$ cat config.mk
export PLATFORM = sky130hd
export DESIGN_NAME = coin_accumulator
export DESIGN_NICKNAME = d
export VERILOG_FILES = /design/src/rtl/coin_acc_pkg.sv /design/src/rtl/coin_strobe_sync.sv /design/src/rtl/coin_value_decode.sv /design/src/rtl/credit_fsm.sv /design/src/rtl/coin_accumulator.sv
export SDC_FILE = /design/constraint.sdc
export NUM_CORES = 1
export LEC_CHECK = 0
export BUFFER_PORTS_ARGS = -buffer_cell sky130_fd_sc_hd__buf_4
export CORE_ASPECT_RATIO = 1.5
export CORE_UTILIZATION = 40
export DETAILED_ROUTE_END_ITERATION = 8
export PLACE_DENSITY = 0.59
export SETUP_SLACK_MARGIN = 0.15
export SLEW_MARGIN = 20
export SYNTH_ARGS = -nofsm -noshare
export SYNTH_HDL_FRONTEND = slang
export SYNTH_SLANG_ARGS = --single-unit
$ cat constraint.sdc
create_clock -name clk -period 4.1 [get_ports clk]
set_clock_uncertainty 0.15 [all_clocks]
set_input_delay 0 -clock clk [delete_from_list [all_inputs] [get_ports clk]]
set_output_delay 0 -clock clk [all_outputs]
set_load 0.02 [all_outputs]
$ cat src/rtl/coin_acc_pkg.sv
package coin_acc_pkg;

    // Credit region tracked by the state machine
    typedef enum logic [1:0] {
        ST_SHORT = 2'd0,
        ST_PAID  = 2'd1,
        ST_FULL  = 2'd2
    } credit_state_t;

    // Denomination selected by a synchronized strobe
    typedef enum logic [1:0] {
        COIN_NONE    = 2'd0,
        COIN_NICKEL  = 2'd1,
        COIN_DIME    = 2'd2,
        COIN_QUARTER = 2'd3
    } coin_kind_t;

    // Bit positions of the denomination bundle
    localparam int SEL_NICKEL_BIT  = 0;
    localparam int SEL_DIME_BIT    = 1;
    localparam int SEL_QUARTER_BIT = 2;
    localparam int SEL_W           = 3;

endpackage

$ cat src/rtl/coin_strobe_sync.sv
module coin_strobe_sync #(
    parameter int STAGES = 2,
    parameter int DATA_W = 3
) (
    input  logic              clk,
    input  logic              rst_n,
    input  logic              strobe_in,
    input  logic [DATA_W-1:0] data_in,
    output logic              strobe_rise,
    output logic [DATA_W-1:0] data_out
);

    logic [STAGES-1:0] strb_q;
    logic [DATA_W-1:0] data_q [STAGES];
    logic              strb_last_q;

    // Synchronizer chain: the strobe and the denomination lines move together
    genvar g;
    generate
        for (g = 0; g < STAGES; g++) begin : g_stage
            if (g == 0) begin : g_first
                always_ff @(posedge clk or negedge rst_n) begin
                    if (!rst_n) begin
                        strb_q[g] <= 1'b0;
                        data_q[g] <= '0;
                    end else begin
                        strb_q[g] <= strobe_in;
                        data_q[g] <= data_in;
                    end
                end
            end else begin : g_next
                always_ff @(posedge clk or negedge rst_n) begin
                    if (!rst_n) begin
                        strb_q[g] <= 1'b0;
                        data_q[g] <= '0;
                    end else begin
                        strb_q[g] <= strb_q[g-1];
                        data_q[g] <= data_q[g-1];
                    end
                end
            end
        end
    endgenerate

    // Keep the previous synchronized strobe to find its rising edge
    always_ff @(posedge clk or negedge rst_n) begin
        if (!rst_n) begin
            strb_last_q <= 1'b0;
        end else begin
            strb_last_q <= strb_q[STAGES-1];
        end
    end

    assign strobe_rise = strb_q[STAGES-1] & ~strb_last_q;
    assign data_out    = data_q[STAGES-1];

endmodule

$ cat src/rtl/coin_value_decode.sv
module coin_value_decode
    import coin_acc_pkg::*;
#(
    parameter int VAL_W       = 6,
    parameter int NICKEL_VAL  = 5,
    parameter int DIME_VAL    = 10,
    parameter int QUARTER_VAL = 25
) (
    input  logic [SEL_W-1:0] sel,
    output logic             coin_ok,
    output logic [VAL_W-1:0] coin_val
);

    coin_kind_t kind;

    // Exactly one line must be high; otherwise no coin is recognized
    always_comb begin
        kind = COIN_NONE;
        if ($onehot(sel)) begin
            if (sel[SEL_NICKEL_BIT]) begin
                kind = COIN_NICKEL;
            end else if (sel[SEL_DIME_BIT]) begin
                kind = COIN_DIME;
            end else begin
                kind = COIN_QUARTER;
            end
        end
    end

    always_comb begin
        coin_ok  = 1'b1;
        coin_val = '0;
        unique case (kind)
            COIN_NICKEL:  coin_val = VAL_W'(NICKEL_VAL);
            COIN_DIME:    coin_val = VAL_W'(DIME_VAL);
            COIN_QUARTER: coin_val = VAL_W'(QUARTER_VAL);
            COIN_NONE:    coin_ok  = 1'b0;
        endcase
    end

endmodule

$ cat src/rtl/credit_fsm.sv
module credit_fsm
    import coin_acc_pkg::*;
#(
    parameter int TOTAL_W   = 6,
    parameter int THRESHOLD = 30
) (
    input  logic               clk,
    input  logic               rst_n,
    input  logic               add_en,
    input  logic [TOTAL_W-1:0] add_val,
    output logic [TOTAL_W-1:0] total,
    output logic               met
);

    localparam int              SUM_W   = TOTAL_W + 1;
    localparam logic [SUM_W-1:0] SAT_MAX = SUM_W'((1 << TOTAL_W) - 1);
    localparam logic [SUM_W-1:0] THR     = SUM_W'(THRESHOLD);

    credit_state_t      state_q, state_d;
    logic [TOTAL_W-1:0] total_q, total_d;
    logic [SUM_W-1:0]   raw_sum;
    logic [SUM_W-1:0]   clipped;

    assign raw_sum = {1'b0, total_q} + {1'b0, add_val};
    assign clipped = (raw_sum > SAT_MAX) ? SAT_MAX : raw_sum;

    // Next-state and next-credit selection
    always_comb begin
        state_d = state_q;
        total_d = total_q;
        unique case (state_q)
            ST_SHORT, ST_PAID: begin
                if (add_en) begin
                    total_d = clipped[TOTAL_W-1:0];
                    if (clipped == SAT_MAX) begin
                        state_d = ST_FULL;
                    end else if (clipped >= THR) begin
                        state_d = ST_PAID;
                    end else begin
                        state_d = ST_SHORT;
                    end
                end
            end
            ST_FULL: begin
                state_d = ST_FULL;
                total_d = total_q;
            end
            default: begin
                state_d = ST_SHORT;
                total_d = '0;
            end
        endcase
    end

    // State and credit register
    always_ff @(posedge clk or negedge rst_n) begin
        if (!rst_n) begin
            state_q <= ST_SHORT;
            total_q <= '0;
        end else begin
            state_q <= state_d;
            total_q <= total_d;
        end
    end

    // Outputs decoded from registered state
    always_comb begin
        total = total_q;
        met   = 1'b0;
        unique case (state_q)
            ST_SHORT: met = 1'b0;
            ST_PAID:  met = 1'b1;
            ST_FULL:  met = 1'b1;
            default:  met = 1'b0;
        endcase
    end

endmodule

$ cat src/rtl/coin_accumulator.sv
module coin_accumulator
    import coin_acc_pkg::*;
#(
    parameter int TOTAL_W     = 6,
    parameter int THRESHOLD   = 30,
    parameter int SYNC_STAGES = 2,
    parameter int NICKEL_VAL  = 5,
    parameter int DIME_VAL    = 10,
    parameter int QUARTER_VAL = 25
) (
    input  logic               clk,
    input  logic               rst_n,
    input  logic               coin_pulse,
    input  logic               sel_nickel,
    input  logic               sel_dime,
    input  logic               sel_quarter,
    output logic [TOTAL_W-1:0] credit_total,
    output logic               credit_met
);

    logic [SEL_W-1:0]   sel_raw;
    logic [SEL_W-1:0]   sel_sync;
    logic               pulse_rise;
    logic               coin_ok;
    logic [TOTAL_W-1:0] coin_val;

    always_comb begin
        sel_raw                  = '0;
        sel_raw[SEL_NICKEL_BIT]  = sel_nickel;
        sel_raw[SEL_DIME_BIT]    = sel_dime;
        sel_raw[SEL_QUARTER_BIT] = sel_quarter;
    end

    coin_strobe_sync #(
        .STAGES (SYNC_STAGES),
        .DATA_W (SEL_W)
    ) u_sync (
        .clk         (clk),
        .rst_n       (rst_n),
        .strobe_in   (coin_pulse),
        .data_in     (sel_raw),
        .strobe_rise (pulse_rise),
        .data_out    (sel_sync)
    );

    coin_value_decode #(
        .VAL_W       (TOTAL_W),
        .NICKEL_VAL  (NICKEL_VAL),
        .DIME_VAL    (DIME_VAL),
        .QUARTER_VAL (QUARTER_VAL)
    ) u_decode (
        .sel      (sel_sync),
        .coin_ok  (coin_ok),
        .coin_val (coin_val)
    );

    credit_fsm #(
        .TOTAL_W   (TOTAL_W),
        .THRESHOLD (THRESHOLD)
    ) u_fsm (
        .clk     (clk),
        .rst_n   (rst_n),
        .add_en  (pulse_rise & coin_ok),
        .add_val (coin_val),
        .total   (credit_total),
        .met     (credit_met)
    );

endmodule

==> results.md, run 1 <==
- CP max FO: 6
- Number of remaining DRC errors: 0
- Layout cells sized above 1: 19.0%
- Hold Path Class: input pin to flip-flop
- DIE AREA: 0.00249 mm²
- DRT Wirelength: 1700 µm
- Die X: 41.1 µm
- Post-CTS setup buffers: 0
- Max_cap viols: 0
- Async S/R FF share, synth: 100%
- Root buffer cell: clkbuf_4
- Area contributors post-synth: dfrtp_1, ha_1, fa_1
- Final setup violation count: 0
- I/O pins: 13
- Worst r2r dst: u_fsm.state_q[1]
- DR vias: 682
- Drt first pass iters: 4
- Top cells by count, synth: dfrtp_1, ha_1, nor2_1
- Worst skew pair latency: 300 ps
- Initial Util: 43.6%
- Slew Limit Fails: 0
- Largest net degree at the start of global routing: 18
- First-pass GRT wire length: 2710 µm
- Clk sinks: 17
- Tmin final: 3500 ps
- Fmax: 286 MHz
- WHS Endpoint: u_sync.strb_q[0]
- Syn Nets: 99
- WS Path Type: flip-flop to flip-flop
- GP Congestion: 0.813
- Nets: 121
- Total GRT Usage: 17.1%
- WP data required: 4150 ps
- Hold path cells: 2
- Htree depth: 1
- Unrepaired setup endpoints after global routing: no
- Core Area: 0.00210 mm²
- Leakage: 0.537 nW
- Design area: 0.00112 mm²
- Remaining global-route overflow: 0
- Main synth FF type: dfrtp_1
- Clock-pin transition on the worst setup and hold timing paths: 90 ps
- Register-to-Register Path Depth: 12
- Post-synth top area share: 46.4%
- CP endpoint kind: flip-flop
- Synthesized instance count: 84
- Final setup TNS: 0 ps
- Worst-case clock buffer depth: 2
- Maximum vdd drop: 0.199 mV
- #FFs+latches synth: 17
- Max transition margin: 47.3%
- Syn-to-layout area delta: 21.9%
- Post-synth EDFFs: 0
- Final critical-path share of the clock period: 85.3%
- Startpoint types: flip-flop
- Pwr dens: 489 mW/mm²
- FF-to-FF Start: u_sync.data_out[0]
- Die H: 60.6 µm
- Routed vias/inst: 5.37
- Vias in the first global route: 654
- DPL Wire Length: 1350 µm
- Worst-margin pin slew: 790 ps
- Iter 0 DRT Violations: 10
- WP data arrival: 3550 ps
- Synth area leader: dfrtp_1
- DP Area: 0.00103 mm²
- Synth unique cells: 28
- Syn avg cell area: 10.9 µm²
- Min-delay src: coin_pulse
- Routed Antenna Nets: 0
- Cts-stage hold buffer count: 6
- CTS Buf Count: 3
- Post-synthesis sequential area ratio: 46.4%
- Status: finished clean
- CTS tree: done
- Post_cts resized: 0
- Ant diodes: 0
- WL per Instance: 13.4 µm
- Initial antenna violation count: 0
- Yosys warns: 0
- I/O Buffers: 12
- R2R Setup Slk: 600 ps
- Syn Std Cell Area: 916 µm²
- Core Rows: 20
- Final Hold Fails: 0
- Most common cell in the synthesized netlist: dfrtp_1
[state kept, by name, indices dropped and copies added (netlist names)]
register and cells:
u_sync.strb_q 2, u_sync.strb_last_q 1, u_sync.data_out 3, u_fsm.state_q 2
u_fsm.total 6, u_sync.data_q 3
[metal layers]
layer | track usage [%] | wire, µm
met2 | 27.0 | 878
met1 | 20.0 | 734
met3 | 2.20 | 33
met4 | 12.4 | 51
met5 | 0 | 0
[area by class of cell]
type / count / area, µm²
sequential: 17 / 425
timing repair buffer: 18 / 150
clock inverter: 1 / 5.00
fill: 204 / 986
clock buffer: 3 / 22.5
multi-input combinational: 61 / 467
tap: 22 / 27.5
inverter: 5 / 18.8
[worst max-delay path: stages, from the launching register on]
cell and delay (ps):
dfrtp_1 390, inv_1 100, fa_1 530, nand2b_1 210
a21oi_1 70, ha_1 220, fa_1 420, a211oi_2 310
nor2_4 70, xnor2_1 150, nor4_1 400, a21oi_1 130
o31ai_1 250
[cell usage in the layout (no fill, tap or decap), drive strengths merged, types with 2 or more instances in the layout]
master,n
dlygate4sd3,6
xnor2,4
o21a,2
nand2,3
nor3,3
a21oi,5
nor2,8
a21o,4
ha,7
a211oi,6
clkbuf,3
buf,12
o21ai,5
dfrtp,17
fa,2
o22ai,2
inv,5
[metrics by stage]
stage	power, mW	hold slack [ps]	worst slack [ps]	cells	utilization (%)
floorplan	0.379	-446	831	84	-
global placement	0.453	-275	686	117	48.9
detailed placement	0.457	-272	604	117	48.9
CTS	0.553	197	561	127	53.1
global route	0.584	196	288	127	53.1
finish	0.546	198	604	127	53.1
[report_power, final]
part / internal, mW / total (mW) / switching [mW]
Sequential: 0.197 / 0.224 / 0.0267
Combinational: 0.103 / 0.232 / 0.129
Clock: 0.0364 / 0.0906 / 0.0542
[how the worst max path moves through the flow]
stage | slack [ps] | from | endpoint
finish | 600 | u_sync.data_out[0] | u_fsm.state_q[1]
global route | 290 | u_sync.data_out[0] | u_fsm.state_q[1]
CTS | 560 | u_sync.data_out[0] | u_fsm.state_q[1]
detailed placement | 600 | u_sync.data_out[0] | u_fsm.state_q[0]
global placement | 690 | u_sync.data_out[0] | u_fsm.state_q[0]
floorplan | 830 | u_sync.data_out[0] | u_fsm.state_q[0]
[logic make-up (layout without fill, tap and decap cells)]
group / count (synthesis) / in the layout / synth area share [%]
compound gates: 27 / 27 / 20.2
xor+xnor: 5 / 5 / 4.78
fa+ha+maj: 9 / 9 / 13.9
buf+inv: 6 / 27 / 2.60
flops: 17 / 17 / 46.4
mux: 1 / 1 / 1.09
simple gates: 19 / 19 / 10.9
Power figures use the tool's default switching activity.
==> run 2: changes to the inputs <==
CORE_ASPECT_RATIO = not set   (was 1.5)
CORE_UTILIZATION = 50   (was 40)
PLACE_DENSITY = 0.71   (was 0.59)
==> run 2 against run 1 <==
- via count down 0.29%
- setup slack better by 13 ps
- non-clock buffer count unchanged
- combinational power about the same
- sequential cell count unchanged
- cell count up 2.4%
- critical endpoint unchanged
- largest power group unchanged
- highest routed layer unchanged
==> results.md, run 2 (synthesized netlist as in run 1, its figures left out) <==
- Clk sinks: 17
- WP data required: 4150 ps
- Routed vias/inst: 5.23
- Final setup TNS: 0 ps
- I/O pins: 13
- Core Area: 0.00173 mm²
- Hold path cells: 2
- Worst path bufs/invs: 1
- Pwr dens: 488 mW/mm²
- Layout cells sized above 1: 19.0%
- DP Area: 0.00103 mm²
- Worst-margin pin slew: 938 ps
- Largest net degree at the start of global routing: 18
- FILL cells: 143
- Core Rows: 15
- Routed Antenna Nets: 0
- Slew Limit Fails: 0
- Iter 0 DRT Violations: 8
- CTS tree: done
- DRT Wirelength: 1700 µm
- Tmin final: 3480 ps
- Nets: 121
- CP Cell Sequence: inv_1 > fa_1 > nand2b_1 > a21oi_1 > ha_1 > fa_1 > a211oi_2 > nor2_4 > xnor2_1 > nor4_1 > a21oi_1 > o31ai_1
- Root buffer cell: clkbuf_4
- WS Path Type: flip-flop to flip-flop
- Register-to-Register Path Depth: 12
- Leading cell type in the layout, fill and taps excluded: dfrtp_1
- Number of cells on the critical path: 12
- CP endpoint kind: flip-flop
- Leakage: 0.537 nW
- DPL Wire Length: 1230 µm
- WP data arrival: 3540 ps
- Post-CTS setup buffers: 0
- Max_cap viols: 0
- Slowest stage delay, CP: 530 ps
- Worst-case clock buffer depth: 2
- Clock-pin transition on the worst setup and hold timing paths: 100 ps
- Drt first pass iters: 3
- Initial Util: 53.0%
- Fmax: 287 MHz
- DR vias: 680
- Design area: 0.00112 mm²
- CP delay by family, top: adder cells
- Final setup violation count: 0
- DIE AREA: 0.00201 mm²
- CP max stage cell: fa_1
- Hold Path Class: input pin to flip-flop
- Total GRT Usage: 19.7%
- Final critical-path share of the clock period: 85.0%
- Max transition margin: 37.4%
- First-pass GRT wire length: 2780 µm
- CTS Buf Count: 3
- Ant diodes: 0
- Vias in the first global route: 642
- Initial antenna violation count: 0
- WL per Instance: 13.0 µm
- Commonest non-fill, non-tap cells in the layout: dfrtp_1, buf_4, nor2_1, ha_1, dlygate4sd3_1
- Unrepaired setup endpoints after global routing: no
- Remaining global-route overflow: 0
- Die X: 44.8 µm
- I/O Buffers: 12
- CP max FO: 6
- Die H: 44.8 µm
- Startpoint types: flip-flop
- Worst skew pair latency: 300 ps
- Max reg flops: 6
- Status: finished clean
- Number of remaining DRC errors: 0
- Syn-to-layout area delta: 22.3%
- Final Hold Fails: 0
- Htree depth: 1
- Maximum vdd drop: 0.234 mV
- GP Congestion: 0.786
[run 2: cell counts in the layout (fill, tap and decap cells not counted)]
Identical to the previous run, type by type.
[run 2: cell type report]
class	instances	area, µm²	share of cell area (%)
Inverter	5	18.8	1.68
Multi-Input combinational cell	61	467	41.7
Tap cell	25	31.3	2.79
Sequential cell	17	425	38.0
Timing Repair Buffer	18	150	13.4
Clock buffer	3	22.5	2.01
Clock inverter	1	5.00	0.447
[run 2: timing repair]
item	in CTS	in global routing
hold buffers	6	0
hold endpoints to repair	21	0
gates resized for setup	0	0
[run 2: worst paths after layout]
path	end	startpoint	slack [ps]
setup reg to reg	u_fsm.state_q[1]	u_sync.data_out[0]	620
max in group asynchronous	u_sync.data_q[5]	rst_n	2620
min in group asynchronous	u_fsm.total[0]	rst_n	690
hold reg to reg	u_sync.data_out[1]	u_sync.data_q[4]	210
setup / recovery	u_fsm.state_q[1]	u_sync.data_out[0]	620
hold / removal	u_sync.data_q[5]	sel_quarter	200
[run 2: through the flow]
step,std cells,setup slack [ps],utilization [%],hold slack (ps),power (mW)
after floorplan,84,831,-,-446,0.379
after global placement,120,678,59.8,-275,0.447
after detailed placement,120,648,59.8,-274,0.454
after CTS,130,612,64.9,199,0.549
after global routing,130,381,64.9,197,0.588
final,130,617,64.9,201,0.546
[run 2: routing by layer]
layer  vias to the layer above  track usage (%)  part of all wire (%)
met5                         -                0                     0
met4                         0             9.09                   1.5
li1                        342                -                     -
met3                         4             2.40                   1.7
met1                       326             26.0                    48
met2                         8             32.4                    49
[run 2: power by group]
group,switching (mW),internal (mW)
registers,0.0264,0.197
clock network,0.0561,0.0364
logic,0.128,0.103
total,0.211,0.336
==> run 3: changes to the inputs <==
clock period = 3.55 ns   (was 4.1 ns; I/O delays follow)
==> run 3 against run 2 <==
- die area is the same
- global-route usage shrank 0.38 points
- register-to-register slack lost 350 ps
- fmax grew 6.1%
- setup slack lost 350 ps
- wire length grew 6.1%
- largest power group unchanged
==> results.md, run 3 (synthesized netlist as in run 1, its figures left out) <==
- Routed Antenna Nets: 0
- Fin worst setup slack: 268 ps
- Layout cells sized above 1: 28.4%
- Logic pwr share: 44.3%
- CP max FO: 4
- Initial antenna violation count: 0
- Psw: 0.257 mW
- CTS Buf Count: 3
- Die H: 44.8 µm
- Switch share: 39.0%
- Slew Limit Fails: 0
- DRT Wirelength: 1800 µm
- DP Worst Slack: 130 ps
- I/O Buffers: 12
- Worst r2r dst: u_fsm.state_q[0]
- Clock-pin transition on the worst setup and hold timing paths: 100 ps
- Hold Path Class: input pin to flip-flop
- Startpoint types: flip-flop
- Final setup TNS: 0 ps
- CP max stage cell: or4_1
- Leakage: 0.560 nW
- Iter 0 DRT Violations: 11
- Tmin final: 3280 ps
- DPL Wire Length: 1310 µm
- Clk sinks: 17
- Initial Util: 53.0%
- Remaining global-route overflow: 0
- Pwr dens: 558 mW/mm²
- Number of remaining DRC errors: 0
- WS Path Type: flip-flop to flip-flop
- GP Congestion: 0.834
- R2R Setup Slk: 270 ps
- Slowest stage delay, CP: 490 ps
- Total GRT Usage: 19.3%
- Unrepaired setup endpoints after global routing: no
- Htree depth: 1
- Routed vias/inst: 5.27
- Final Power: 0.659 mW
- Maximum vdd drop: 0.303 mV
- Syn-to-layout area delta: 29.0%
- CP endpoint kind: flip-flop
- Root buffer cell: clkbuf_4
- DIE AREA: 0.00201 mm²
- Leading cell type in the layout, fill and taps excluded: dfrtp_1
- DR vias: 706
- I/O pins: 13
- Max reg flops: 6
- Fmax: 305 MHz
- Drt first pass iters: 4
- Worst path bufs/invs: 1
- Final setup violation count: 0
- Final critical-path share of the clock period: 92.4%
- Internal power: 0.402 mW
- Final Hold Fails: 0
- First-pass GRT wire length: 2770 µm
- CP Cell Sequence: inv_2 > fa_1 > nand2b_4 > nor3_2 > ha_1 > a211oi_1 > nor2_1 > xnor2_1 > or4_1 > mux2i_1 > a22o_1
- Clock share of power: 16.1%
- Worst-case clock buffer depth: 2
- Ant diodes: 0
- FF-to-FF Start: u_sync.data_out[0]
- WP data arrival: 3370 ps
- WP data required: 3640 ps
- Vias in the first global route: 635
- Status: finished clean
- Worst-margin pin slew: 783 ps
- Commonest non-fill, non-tap cells in the layout: dfrtp_1, buf_4, nor2_1
- Number of cells on the critical path: 11
- Worst skew pair latency: 290 ps
- Die X: 44.8 µm
- WL per Instance: 13.4 µm
- Min-delay src: sel_quarter
- Max_cap viols: 0
- Register-to-Register Path Depth: 11
- WHS Endpoint: u_sync.data_q[5]
- CP delay by family, top: simple AND/OR/NAND/NOR gates
- Hold path cells: 2
- Core Rows: 15
- Final Core Density: 68.4%
- Core Area: 0.00173 mm²
- Max transition margin: 47.6%
- Sequential power share: 39.6%
- Largest net degree at the start of global routing: 18
- Nets: 125
- CTS tree: done
==> run 3: worst max-delay path by stage <==
stage,from,to
2_1_floorplan,u_sync.data_out[0],u_fsm.state_q[0]
3_3_place_gp,u_sync.data_out[0],u_fsm.state_q[0]
3_5_place_dp,u_sync.data_out[0],u_fsm.state_q[0]
4_1_cts,u_sync.data_out[0],u_fsm.state_q[0]
5_1_grt,u_sync.data_out[0],u_fsm.state_q[1]
6_report,u_sync.data_out[0],u_fsm.state_q[0]
==> run 3: what timing repair did <==
item / 4_1_cts / 5_1_grt
hold endpoints to repair: 21 / 0
buffers inserted: 0 / 3
hold buffers: 6 / 0
setup endpoints to repair: 3 / 6
resized for setup: 1 / 7
pin swaps: 1 / 3
==> run 3: power by group through the flow <==
stage	Clock (mW)	Sequential [mW]	Combinational, mW
global placement	0	0.263	0.259
CTS	0.109	0.261	0.272
detailed placement	0	0.266	0.263
finish	0.106	0.261	0.292
global route	0.119	0.265	0.317
floorplan	0	0.292	0.146
==> run 3: stage by stage <==
step / hold slack [ps] / std cells / instance area (µm²)
floorplan: -446 / 84 / 916
global route: 208 / 134 / 1180
detailed placement: -275 / 121 / 1040
finish: 191 / 134 / 1180
global placement: -278 / 121 / 1040
CTS: 183 / 131 / 1130
==> run 3: cell type report <==
type,count,area [µm²]
clock buffer,3,22.5
clock inverter,1,5.00
fill,141,546
inverter,5,18.8
multi-input combinational,61,498
sequential,17,425
tap,25,31.3
timing repair buffer,22,180
==> run 3: worst register-to-register path: cells and delay by family, from the launching register on <==
family / cells / cell delay [ps]
flops: 1 / 440
buf+inv: 1 / 80
fa+ha+maj: 2 / 770
simple gates: 4 / 990
compound gates: 2 / 470
mux: 1 / 150
xor+xnor: 1 / 190
==> run 3: routing by layer <==
layer  up-vias  share of wire, %  track usage [%]
li1        354                 -                -
met1       342                48             26.7
met2         8                49             30.3
met3         2               1.8             3.60
met4         0              0.95             7.27
met5         -                 0                0
